`src/rtl/oc_pkg.sv`:
```
package oc_pkg;
  typedef enum logic [1:0] {
    ACT_OFF    = 2'b00,
    ACT_TOGGLE = 2'b01,
    ACT_LOW    = 2'b10,
    ACT_HIGH   = 2'b11
  } pin_act_e;
endpackage

```
`src/rtl/oc_chan.sv`:
```
module oc_chan #(
  parameter int CNT_W = 16
) (
  input  logic             clk_i,
  input  logic             rst_ni,
  input  logic [CNT_W-1:0] cnt_i,
  input  logic             tick_i,
  input  logic             mode_i,
  input  logic             we_i,
  input  logic [CNT_W-1:0] wdata_i,
  input  logic             force_i,
  output logic             match_o,
  output logic             event_o
);
  logic [CNT_W-1:0] cmp_q;

  always_ff @(posedge clk_i or negedge rst_ni) begin
    if (!rst_ni)   cmp_q <= '0;
    else if (we_i) cmp_q <= wdata_i;
  end

  assign match_o = tick_i & mode_i & (cnt_i == cmp_q);
  assign event_o = match_o | (force_i & mode_i);


  no_idle_match_chk: assert property (@(posedge clk_i) disable iff (!rst_ni)
    !tick_i |-> !match_o);
endmodule

```
`src/rtl/oc_flags.sv`:
```
module oc_flags #(
  parameter int N = 8
) (
  input  logic         clk_i,
  input  logic         rst_ni,
  input  logic [N-1:0] set_i,
  input  logic [N-1:0] clr_i,
  input  logic [N-1:0] irq_en_i,
  output logic [N-1:0] flag_o,
  output logic [N-1:0] irq_o
);
  logic [N-1:0] flag_q;

  always_ff @(posedge clk_i or negedge rst_ni) begin
    if (!rst_ni) flag_q <= '0;
    else         flag_q <= set_i | (flag_q & ~clr_i);
  end

  assign flag_o = flag_q;
  assign irq_o  = flag_q & irq_en_i;

  for (genvar k = 0; k < N; k++) begin : g_chk

    flag_set_chk: assert property (@(posedge clk_i) disable iff (!rst_ni)
      set_i[k] |=> flag_q[k]);

    flag_hold_chk: assert property (@(posedge clk_i) disable iff (!rst_ni)
      flag_q[k] && !clr_i[k] |=> flag_q[k]);

    flag_quiet_chk: assert property (@(posedge clk_i) disable iff (!rst_ni)
      !flag_q[k] && !set_i[k] |=> !flag_q[k]);
  end
endmodule

```
`src/rtl/oc_pin_ctl.sv`:
```
module oc_pin_ctl
  import oc_pkg::*;
#(
  parameter int N = 8
) (
  input  logic             clk_i,
  input  logic             rst_ni,
  input  logic [N-1:0]     event_i,
  input  logic [2*N-3:0]   act_i,
  input  logic [N-1:0]     mask_i,
  input  logic [N-1:0]     data_i,
  output logic [N-1:0]     pin_o
);
  localparam int LAST = N - 1;

  logic [N-1:0] pin_q, pin_d;

  always_comb begin
    pin_d = pin_q;
    for (int k = 0; k < LAST; k++) begin
      if (event_i[k]) begin
        case (pin_act_e'(act_i[2*k +: 2]))
          ACT_TOGGLE: pin_d[k] = ~pin_q[k];
          ACT_LOW:    pin_d[k] = 1'b0;
          ACT_HIGH:   pin_d[k] = 1'b1;
          default:    pin_d[k] = pin_q[k];
        endcase
      end
    end
    // group channel overrides single-pin actions
    if (event_i[LAST]) pin_d = (pin_d & ~mask_i) | (data_i & mask_i);
  end

  always_ff @(posedge clk_i or negedge rst_ni) begin
    if (!rst_ni) pin_q <= '0;
    else         pin_q <= pin_d;
  end

  assign pin_o = pin_q;

  for (genvar k = 0; k < N; k++) begin : g_chk

    grp_wins_chk: assert property (@(posedge clk_i) disable iff (!rst_ni)
      event_i[LAST] && mask_i[k] |=> pin_q[k] == $past(data_i[k]));
    if (k < LAST) begin : g_single

      pin_hold_chk: assert property (@(posedge clk_i) disable iff (!rst_ni)
        !event_i[k] && !(event_i[LAST] && mask_i[k]) |=> $stable(pin_q[k]));
    end else begin : g_last

      grp_hold_chk: assert property (@(posedge clk_i) disable iff (!rst_ni)
        !(event_i[LAST] && mask_i[k]) |=> $stable(pin_q[k]));
    end
  end
endmodule

```
`src/rtl/oc_mask_unit.sv`:
```
module oc_mask_unit #(
  parameter int NUM_CH = 8,
  parameter int CNT_W  = 16
) (
  input  logic                    clk_i,
  input  logic                    rst_ni,
  input  logic [CNT_W-1:0]        cnt_i,
  input  logic                    cnt_tick_i,
  input  logic [NUM_CH-1:0]       oc_mode_i,
  input  logic [2*NUM_CH-3:0]     act_i,
  input  logic [NUM_CH-1:0]       irq_en_i,
  input  logic [NUM_CH-1:0]       grp_mask_i,
  input  logic [NUM_CH-1:0]       grp_data_i,
  input  logic                    cnt_rst_en_i,
  input  logic [NUM_CH-1:0]       cmp_we_i,
  input  logic [CNT_W-1:0]        cmp_wdata_i,
  input  logic [NUM_CH-1:0]       force_i,
  input  logic [NUM_CH-1:0]       flag_clr_i,
  output logic [NUM_CH-1:0]       flag_o,
  output logic [NUM_CH-1:0]       irq_o,
  output logic [NUM_CH-1:0]       pin_o,
  output logic                    cnt_rst_o
);
  localparam int LAST = NUM_CH - 1;

  logic [NUM_CH-1:0] match, evt;
  logic              cnt_rst_q;

  for (genvar n = 0; n < NUM_CH; n++) begin : g_ch
    oc_chan #(.CNT_W(CNT_W)) u_chan (
      .clk_i   (clk_i),
      .rst_ni  (rst_ni),
      .cnt_i   (cnt_i),
      .tick_i  (cnt_tick_i),
      .mode_i  (oc_mode_i[n]),
      .we_i    (cmp_we_i[n]),
      .wdata_i (cmp_wdata_i),
      .force_i (force_i[n]),
      .match_o (match[n]),
      .event_o (evt[n])
    );
  end

  oc_flags #(.N(NUM_CH)) u_flags (
    .clk_i    (clk_i),
    .rst_ni   (rst_ni),
    .set_i    (match),
    .clr_i    (flag_clr_i),
    .irq_en_i (irq_en_i),
    .flag_o   (flag_o),
    .irq_o    (irq_o)
  );

  oc_pin_ctl #(.N(NUM_CH)) u_pins (
    .clk_i   (clk_i),
    .rst_ni  (rst_ni),
    .event_i (evt),
    .act_i   (act_i),
    .mask_i  (grp_mask_i),
    .data_i  (grp_data_i),
    .pin_o   (pin_o)
  );

  always_ff @(posedge clk_i or negedge rst_ni) begin
    if (!rst_ni) cnt_rst_q <= 1'b0;
    else         cnt_rst_q <= match[LAST] & cnt_rst_en_i;
  end
  assign cnt_rst_o = cnt_rst_q;


  cnt_rst_src_chk: assert property (@(posedge clk_i) disable iff (!rst_ni)
    cnt_rst_o |-> $past(match[LAST] && cnt_rst_en_i));

  cnt_rst_pulse_chk: assert property (@(posedge clk_i) disable iff (!rst_ni)
    match[LAST] && cnt_rst_en_i |=> cnt_rst_o);

  for (genvar n = 0; n < NUM_CH; n++) begin : g_chk

    force_no_flag_chk: assert property (@(posedge clk_i) disable iff (!rst_ni)
      force_i[n] && !match[n] && !flag_o[n] |=> !flag_o[n]);

    capture_quiet_chk: assert property (@(posedge clk_i) disable iff (!rst_ni)
      !oc_mode_i[n] |-> !evt[n]);

    irq_flag_chk: assert property (@(posedge clk_i) disable iff (!rst_ni)
      irq_o[n] |-> flag_o[n]);
  end
endmodule

```
`config.mk`:
```
export PLATFORM = sky130hd
export DESIGN_NAME = oc_mask_unit
export DESIGN_NICKNAME = d
export VERILOG_FILES = /design/src/rtl/oc_pkg.sv /design/src/rtl/oc_chan.sv /design/src/rtl/oc_flags.sv /design/src/rtl/oc_pin_ctl.sv /design/src/rtl/oc_mask_unit.sv
export SDC_FILE = /design/constraint.sdc
export NUM_CORES = 1
export LEC_CHECK = 0
export BUFFER_PORTS_ARGS = -buffer_cell sky130_fd_sc_hd__clkbuf_2
export CAP_MARGIN = 20
export CORE_AREA = 3 3 174 91
export CTS_CLUSTER_SIZE = 30
export DETAILED_ROUTE_END_ITERATION = 10
export DIE_AREA = 0 0 177 94
export GPL_TIMING_DRIVEN = 0
export PLACE_DENSITY = 0.69
export SYNTH_ARGS = -nofsm -noshare
export SYNTH_HDL_FRONTEND = slang
export SYNTH_HIERARCHICAL = 1
export SYNTH_SLANG_ARGS = --single-unit
```
`constraint.sdc`:
```
create_clock -name clk_i -period 2.1 [get_ports clk_i]
set_input_delay 0.21 -clock clk_i [delete_from_list [all_inputs] [get_ports clk_i]]
set_output_delay 0.21 -clock clk_i [all_outputs]
set_load 0.01 [all_outputs]
```
Word level (Yosys, flattened, before mapping)

Cells that the tools add are included.

Flip-flop bits (word level): 145
Bits of input ports: 106
Output and inout bits: 25

Eq/ne operators: 29
Mux-type cells: 15
Bitwise gates (word level): 48

Operators with widths:

| operator           | count |
|---|---|
| $eq 16x16->1       | 8 |
| $and 8x8->8        | 4 |
| $eq 2x2->1 const B | 14 |
| $and 1x1->1        | 25 |
| $pmux 1 s3         | 7 |
| $not 8->8          | 2 |
| $or 8x8->8         | 2 |
| $eq 2x1->1 const B | 7 |
| $or 1x1->1         | 8 |
| $mux 1             | 7 |
| $mux 7             | 1 |
| $not 1->1          | 7 |

Depth between registers and ports, before layout

Gate-level depths: netlist of the first run.

Depth after elaboration: 7
Depth in mapped cells: 8
Gate-level depth less buffers: 7

Cells and area by module

Netlist of the first run, hierarchy kept.

Modules (own cells, without submodules):

| module       | times used | cells an instance | area an instance (um2) | seq. area each (um2) |
|---|---|---|---|---|
| oc_chan      | 8          | 59                | 785.8                  | 400.4 |
| oc_pin_ctl   | 1          | 60                | 489.2                  | 200.2 |
| oc_flags     | 1          | 32                | 340.3                  | 200.2 |
| oc_mask_unit | 1          | 2                 | 31.3                   | 25.0 |

Worst setup path after synthesis of the first run

OpenSTA, ideal clock, no wires.

Path type: register to register
Start: register g_ch[7].u_chan.cmp_q[14]
End: register (tool-made name)
Setup time: 0.125 ns
Arrival time: 1.701 ns
Data required time: 1.975 ns
Path slack: 0.274 ns
Cell stages (with the launch flop): 7
Path buffers: 0
Cell sequence: dfrtp_1 -> xor2_1 -> nor4_1 -> nand4_1 -> o31ai_2 -> nand2_1 -> mux2_4

RTL lines:

| element                | RTL line      | source |
|---|---|---|
| start, declared        | oc_chan.sv:15 | `logic [CNT_W-1:0] cmp_q;` |
| start signal, assigned | oc_chan.sv:19 | `else if (we_i) cmp_q <= wdata_i;` |

Final worst setup path of the first run

Start: register g_ch[2].u_chan.cmp_q[15]
End: register u_pins.pin_q[2] (netlist: u_pins/pin_o[2])

Cells in the longest elaborated chain, start to end: 7

RTL lines:

| element                | RTL line           | source |
|---|---|---|
| start, declared        | oc_chan.sv:15      |  |
| start signal, assigned | oc_chan.sv:19      |  |
| $eq 16x16->1 *         | oc_chan.sv:22      | `assign match_o = tick_i & mode_i & (cnt_i == cmp_q);` |
| $and 1x1->1 *          | oc_chan.sv:22      |  |
| $or 1x1->1 *           | oc_chan.sv:23      | `assign event_o = match_o \| (force_i & mode_i);` |
| net evt[2]             | oc_mask_unit.sv:26 | `logic [NUM_CH-1:0] match, evt;` |
| $mux 1 *               | oc_pin_ctl.sv:21   | `if (event_i[k]) begin` |
| $and 8x8->8            | oc_pin_ctl.sv:31   | `if (event_i[LAST]) pin_d = (pin_d & ~mask_i) \| (data_i & mask_i);` |
| $or 8x8->8             | oc_pin_ctl.sv:31   |  |
| $mux 7 *               | oc_pin_ctl.sv:31   |  |
| net u_pins.pin_d[2]    | oc_pin_ctl.sv:16   | `logic [N-1:0] pin_q, pin_d;` |
| end signal, assigned   | oc_pin_ctl.sv:36   | `else pin_q <= pin_d;` |
| end, declared          | oc_pin_ctl.sv:16   |  |

The timed path passes the listed nets; every way through them passes the cells marked *.
A chain may end at the register's enable or synchronous reset.

==> results of run 1 <==
where the power goes:
part / internal [mW] / switching, mW
Clock: 1.66 / 1.27
Sequential: 3.07 / 0.195
Combinational: 0.561 / 0.579
worst register-to-register path, delay by kind of cell, from the launching register on:
kind,cells,cell delay [ns]
AO/OA/AOI/OAI,3,0.57
XOR/XNOR,1,0.16
AND/OR/NAND/NOR,3,0.82
flip-flops,1,0.39
cell families (layout without fill, tap and decap cells):
kind of cell,after synthesis,after routing
DFF,145,145
muxes,129,129
and+or+nand+nor,109,109
buffers and inverters,25,186
AOI/OAI and AO/OA,30,30
xor gates and xnor gates,128,128
worst min-delay path by stage:
stage                                  to  slack, ns  cells after the start
after detailed placement  u_pins/pin_o[2]       0.22                      1
after global routing                 flop       0.03                      2
after CTS                 u_pins/pin_o[2]       0.02                      3
after global placement          cnt_rst_o       0.42                      2
after floorplan                 cnt_rst_o      -0.09                      0
final                     u_pins/pin_o[2]       0.03                      3
layout make-up:
class,instances,share of cell area [%]
timing repair buffer,129,7.953
multi-input combinational,396,40.18
buffer,17,1.037
clock inverter,15,1.662
clock buffer,17,4.829
sequential,145,41.19
inverter,8,0.3409
tap,198,2.812
cells in the final DEF, fill, tap and decap left out, drive strengths merged:
cell	Yosys	routed
clkbuf	0	139
nand4	8	8
inv	8	15
and2	9	9
bufinv	0	1
nor3	8	8
dfrtp	145	145
o21ai	7	7
buf	17	22
o31ai	8	8
clkinv	0	3
nand4b	7	7
a22oi	7	7
mux2	129	129
xnor2	32	32
nand2	38	38
a21o	8	8
nor4	24	24
dlygate4sd3	0	2
xor2	96	96
clkinvlp	0	4
nand3	15	15
metal layers:
layer	GRT usage, %	up-vias	wire [microns]
met4	6.466	0	191
met5	0	-	0
met2	34.58	121	8265
li1	-	2292	-
met1	30.31	2437	8546
met3	4.116	16	809
sequential cells by signal (all words and copies together), names as in the netlist, named ones only:
| signal | flops |
|---|---|
| cnt_rst_o | 1 |
| u_pins/pin_o | 7 |
| u_flags/flag_o | 8 |
| g_ch.u_chan/cmp_q | 128 |
through the flow:
step	hold WS (ns)	instances	setup TNS, ns	total power, mW	instance area, sq um
floorplan	-0.08559	566	0	3.928	7147
global placement	0.4240	886	-237.92	4.335	8005
detailed placement	0.2244	887	-1.437	4.383	8041
CTS	0.01583	921	-0.005033	7.337	8670
global route	0.02574	925	-0.05966	7.656	8810
finish	0.03032	925	0	7.336	8810
repair_timing:
item | in CTS | in global routing
pin swaps | 0 | 7
gates resized for setup | 6 | 18
hold buffers | 2 | 0
setup endpoints to repair | 8 | 8
hold endpoints to repair | 58 | 0
cloned | 0 | 1
buffers inserted | 0 | 3
==> results.yml, run 1 <==
setup_path:
  r2r_start: "g_ch[2].u_chan/cmp_q[15]"
  ff2ff_setup_slack_ns: 0.03
  endpoint_kind: "flop"
  criticalPathCategory: "reg -> reg"
  worst-path-max-fanout: 3
  worst-path-stages: 7
  path_buf_inv: 0
  arrival_ns: 2.37
  crit_required_ns: 2.40
  cpPeakStageDelay_ns: 0.44
  crit_path_end: "u_pins/pin_o[2]"
  rr_endpoint: "u_pins/pin_o[2]"
  path_delay_family: "simple AND/OR/NAND/NOR gates"
  crit_top_cell: "nand2_1"
  crit_start: "g_ch[2].u_chan/cmp_q[15]"
  crit_path_start_kind: "flop"
  r2r.worst_path.cells: 7
  cpMaxStageDelayCell: "nor4_1"
  cp_cell_sequence: "xor2_1 -> nor4_1 -> nand2_1 -> o31ai_2 -> nand2_1 -> a22oi_1 -> o21ai_1"
sta:
  rsz0062_at_grt: "true"
  slew_violations: 0
  fin_worst_skew_ns: 0.01052
  timing.final.crit_share_pct: 98.42
  relSlewSlack_pct: 67.38
  finalWorstSetupSlack_ns: 0.03313
  setup_viol: 0
  report.final.hold_viol_count: 0
  min_period_ns: 2.067
  tightestPinTransition_ns: 0.4893
  fmax_ghz: 0.4838
cts:
  ctsLongestPathBuffers: 2
  cts.sinks: 145
  cts_made_buffers: 17
  cts_root_buffer: "clkbuf_16"
  cts_max_level: 4
  cts_tree: "done"
  clk_latency_ns: 0.41
  path_clk_slew_ns: 0.06
global_route:
  grt_first_pass_wirelength_microns: 27030
  track_usage_pct: 21.68
  grt_antenna_before_repair: 0
  overflow: 0
  grt_max_degree: 89
  grt_pass1_vias: 4862
run:
  drv_cap: 0
routing:
  dr.pass1.iters: 6
  routed_wl_microns: 17810
  drt_iter0_drc: 225
  vias_per_cell: 5.261
  drc: 0
  antenna_left: 0
  vias: 4866
  wl_per_cell_microns: 19.26
yosys:
  synth-compound-area-share_pct: 3.466
  synth.distinct_cells: 20
  syn-instance-count: 566
  syn-cell-area_sq_um: 7147
  synthArstFlopShare_pct: 100.0
  ys_ff_latch: 145
  yosysSeqAreaShare_pct: 50.77
  synth_edf_count: 0
  synth_top_family_by_area: "multiplexers"
  synthAdderAreaFrac_pct: 0
  muxShareOfSynthArea_pct: 20.38
  synth.cells.most_frequent: "145 x dfrtp_1, 128 x mux2_2, 96 x xor2_1, 38 x nand2_1, 32 x xnor2_1"
  synth-main-ff-cell: "dfrtp_1"
  yosys_warnings: 6
  synth_top_area_share_pct: 50.77
  synthXorXnorAreaFrac_pct: 15.69
  synth_fp_nets: 672
  yosysTopAreaCell: "dfrtp_1"
  synth.most_common_cell: "dfrtp_1"
  yosys.area_share.simple_pct: 8.053
  avgSynthCellArea_sq_um: 12.63
  synthTopCellsByArea: "dfrtp_1 51%, mux2_2 20%, xor2_1 12%"
hold_path:
  min_from: "grp_data_i[2]"
  hold_path.class: "in -> reg"
cells_and_area:
  fillers: 1183
  seqCellArea_sq_um: 3628
  final_util_pct: 61.22
  multi_input_area_sq_um: 3540
  drive_gt1_share_pct: 44.98
  area_growth_syn_to_layout_pct: 23.27
  nNetsFinal: 820
  num_antenna_cells: 0
placement:
  post-dp-hpwl_microns: 12650
  place_ws_ns: -0.2473
  numPortBuffers: 122
  routabilityCongestion: 0.7786
floorplanning:
  chipWidth_microns: 177
  row_count: 31
  die-area_sq_um: 16640
  dieHeight_microns: 94
  core-area_sq_um: 14390
  ios: 131
  start_util_pct: 49.67
power:
  ir_worst_vdd_v: 0.0005442
  p_leak_nw: 3.955
  p_per_area_nw_per_um2: 832.7
outcome:
  status: "finished clean"
Power figures use the tool's default switching activity.
==> run 2: changes to the inputs <==
--- a/config.mk
+++ b/config.mk
@@ -5,14 +5,15 @@
 export SDC_FILE = /design/constraint.sdc
 export NUM_CORES = 1
 export LEC_CHECK = 0
+export ABC_AREA = 1
 export BUFFER_PORTS_ARGS = -buffer_cell sky130_fd_sc_hd__clkbuf_2
 export CAP_MARGIN = 20
-export CORE_AREA = 3 3 174 91
+export CORE_AREA = 3 3 195 102
 export CTS_CLUSTER_SIZE = 30
 export DETAILED_ROUTE_END_ITERATION = 10
-export DIE_AREA = 0 0 177 94
+export DIE_AREA = 0 0 198 105
 export GPL_TIMING_DRIVEN = 0
-export PLACE_DENSITY = 0.69
+export PLACE_DENSITY = 0.67
 export SYNTH_ARGS = -nofsm -noshare
 export SYNTH_HDL_FRONTEND = slang
 export SYNTH_HIERARCHICAL = 1
==> run 2 against run 1 <==
Against the previous run: cell area up 22%; via count up 88%; combinational power grew 38%; maximum frequency grew 27%; cell count increased by 94%; clock power grew 6.8%; die area rose by 25%; sequential power down 2%; critical endpoint is now u_pins/pin_o[6]; largest cell class is now multi-input gates; highest routed layer unchanged.
==> results.yml, run 2 <==
routing:
  dr.pass1.iters: 7
  antenna_left: 0
  drc: 0
  vias_per_cell: 5.086
  wl_per_cell_microns: 16.06
  vias: 9145
  routed_wl_microns: 28870
  drt_iter0_drc: 715
setup_path:
  endpoint_kind: "flop"
  crit_required_ns: 2.42
  crit_path_start_kind: "flop"
  worst-path-max-fanout: 3
  criticalPathCategory: "reg -> reg"
  arrival_ns: 1.95
global_route:
  overflow: 0
  grt_first_pass_wirelength_microns: 44820
  grt_pass1_vias: 8616
  grt_antenna_before_repair: 0
  grt_max_degree: 111
  track_usage_pct: 28.34
sta:
  fin_worst_skew_ns: 0.009923
  slew_violations: 0
  fmax_ghz: 0.6136
  rsz0062_at_grt: "false"
  timing.final.crit_share_pct: 77.60
  tightestPinTransition_ns: 0.6221
  min_period_ns: 1.630
  whs_ns: 0.01074
  setup_viol: 0
  relSlewSlack_pct: 58.52
  report.final.hold_viol_count: 0
cts:
  path_clk_slew_ns: 0.07
  ctsLongestPathBuffers: 2
  cts_root_buffer: "clkbuf_16"
  cts_made_buffers: 17
  cts_max_level: 4
  cts_setup_buffers: 0
  cts.sinks: 145
  cts_tree: "done"
  clk_latency_ns: 0.43
power:
  swShare_pct: 31.06
  power_frac_comb_pct: 19.9
  power.net_switching_mw: 2.451
  ir_worst_vdd_v: 0.0006311
  p_per_area_nw_per_um2: 737.4
  power_frac_seq_pct: 40.5
  p_int_mw: 5.442
  clockPowerShare_pct: 39.7
  p_leak_nw: 6.115
cells_and_area:
  final_common_cell: "nand2_1"
  mostFrequentLayoutCells: "515 x nand2_1, 273 x inv_1, 145 x dfrtp_1"
  top_register: "g_ch.u_chan/cmp_q"
  final_util_pct: 58.76
  num_antenna_cells: 0
  area_growth_syn_to_layout_pct: 17.80
  nNetsFinal: 1653
  drive_gt1_share_pct: 14.44
  largest_register_ffs: 128
yosys:
  synth_fp_nets: 1503
  yosysSeqAreaShare_pct: 39.93
  yosys_warnings: 6
  synth-main-ff-cell: "dfrtp_1"
  ys_ff_latch: 145
  syn-instance-count: 1397
  syn-cell-area_sq_um: 9086
  synth.most_common_cell: "nand2_1"
  synth_edf_count: 0
  synthArstFlopShare_pct: 100.0
  synth_top_area_share_pct: 39.93
  synthTopCellsByArea: "dfrtp_1 40%, nand2_1 21%, inv_1 11%"
  synth.distinct_cells: 20
  synth.cells.most_frequent: "515 x nand2_1, 273 x inv_1, 145 x dfrtp_1, 135 x nor2_1, 120 x o21ai_0"
  avgSynthCellArea_sq_um: 6.504
  yosysTopAreaCell: "dfrtp_1"
floorplanning:
  dieHeight_microns: 105
  die-area_sq_um: 20790
  ios: 131
  core-area_sq_um: 18220
  start_util_pct: 49.88
  row_count: 35
  chipWidth_microns: 198
placement:
  routabilityCongestion: 0.9381
  numPortBuffers: 122
  post-dp-hpwl_microns: 19490
hold_path:
  hold_path.class: "in -> reg"
run:
  drv_cap: 0
outcome:
  status: "finished clean"
-- run 2: cell types whose count changed after synthesis, sizes merged, moves of 16 or more --
cell	previous run	this run
o21ai	7	120
nand2	38	539
a21oi	0	16
inv	8	273
nor2	0	143
xor2	96	0
xnor2	32	8
nand4	8	47
mux2	129	16
nor4	24	0
nand3	15	32
-- run 2: final timing paths --
kind	startpoint	to	slack [ns]	cells past startpoint
setup / recovery	g_ch[6].u_chan/cmp_q[6]	u_pins/pin_o[6]	0.47	10
hold / removal	flag_clr_i[7]	u_flags/flag_o[7]	0.01	4
setup reg to reg	g_ch[6].u_chan/cmp_q[6]	u_pins/pin_o[6]	0.47	10
hold reg to reg	u_flags/flag_o[0]	u_flags/flag_o[0]	0.50	2
max in group asynchronous	rst_ni	g_ch[7].u_chan/cmp_q[0]	0.97	3
min in group asynchronous	rst_ni	u_pins/pin_o[1]	0.25	2
-- run 2: stage by stage --
stage	setup WS [ns]	TNS [ns]	cell area, sq um	power (mW)	instances
3_5_place_dp	0.1963	0	10030	4.771	1760
5_1_grt	0.3209	0	10700	8.299	1798
6_report	0.4704	0	10700	7.893	1798
3_3_place_gp	-1.807	-259.86	9997	4.718	1759
4_1_cts	0.5168	0	10700	7.910	1798
2_1_floorplan	0.8540	0	9086	4.168	1397
-- run 2: layer usage --
metal / routed length (microns) / GRT usage (%)
met3: 2440 / 5.702
met5: 0 / 0
met2: 12560 / 44.68
met1: 12770 / 38.24
met4: 1097 / 11.65
-- run 2: critical path, cell delays in order, from the launching register on --
cell and delay [ns]:
dfrtp_1 0.39, xnor2_1 0.25, nand2_1 0.09, nor2_1 0.10, nand3_1 0.09, nand2_1 0.28
nand2_1 0.09, nand2_1 0.06, nand2_1 0.05, nand2_1 0.06, a21oi_1 0.06
-- run 2: logic make-up (layout without fill, tap and decap cells) --
logic type / Yosys count / after routing / synth area share [%]
buf+inv: 298 / 459 / 12.61
flops: 145 / 145 / 39.93
mux: 16 / 16 / 1.983
xor+xnor: 8 / 8 / 0.7712
simple gates: 793 / 793 / 37.14
compound gates: 137 / 137 / 7.560
-- run 2: layout make-up --
cell class,instances,area (sq um)
Timing Repair Buffer,131,726.9
Buffer,25,121.4
Sequential cell,145,3628
Clock buffer,18,429.2
Tap cell,240,300.3
Multi-Input combinational cell,954,4312
Clock inverter,12,161.4
Inverter,273,1025
Fill cell,1751,7513
-- run 2: power by group through the flow --
stage	registers, mW	clock network [mW]	logic (mW)
3_5_place_dp	3.24	0	1.53
4_1_cts	3.19	3.16	1.55
2_1_floorplan	3.22	0	0.945
6_report	3.19	3.13	1.57
5_1_grt	3.23	3.30	1.77
3_3_place_gp	3.23	0	1.49
-- run 2: what timing repair did --
action | in CTS | in global routing
hold endpoints to repair | 42 | 0
hold buffers | 8 | 0
resized for setup | 0 | 0
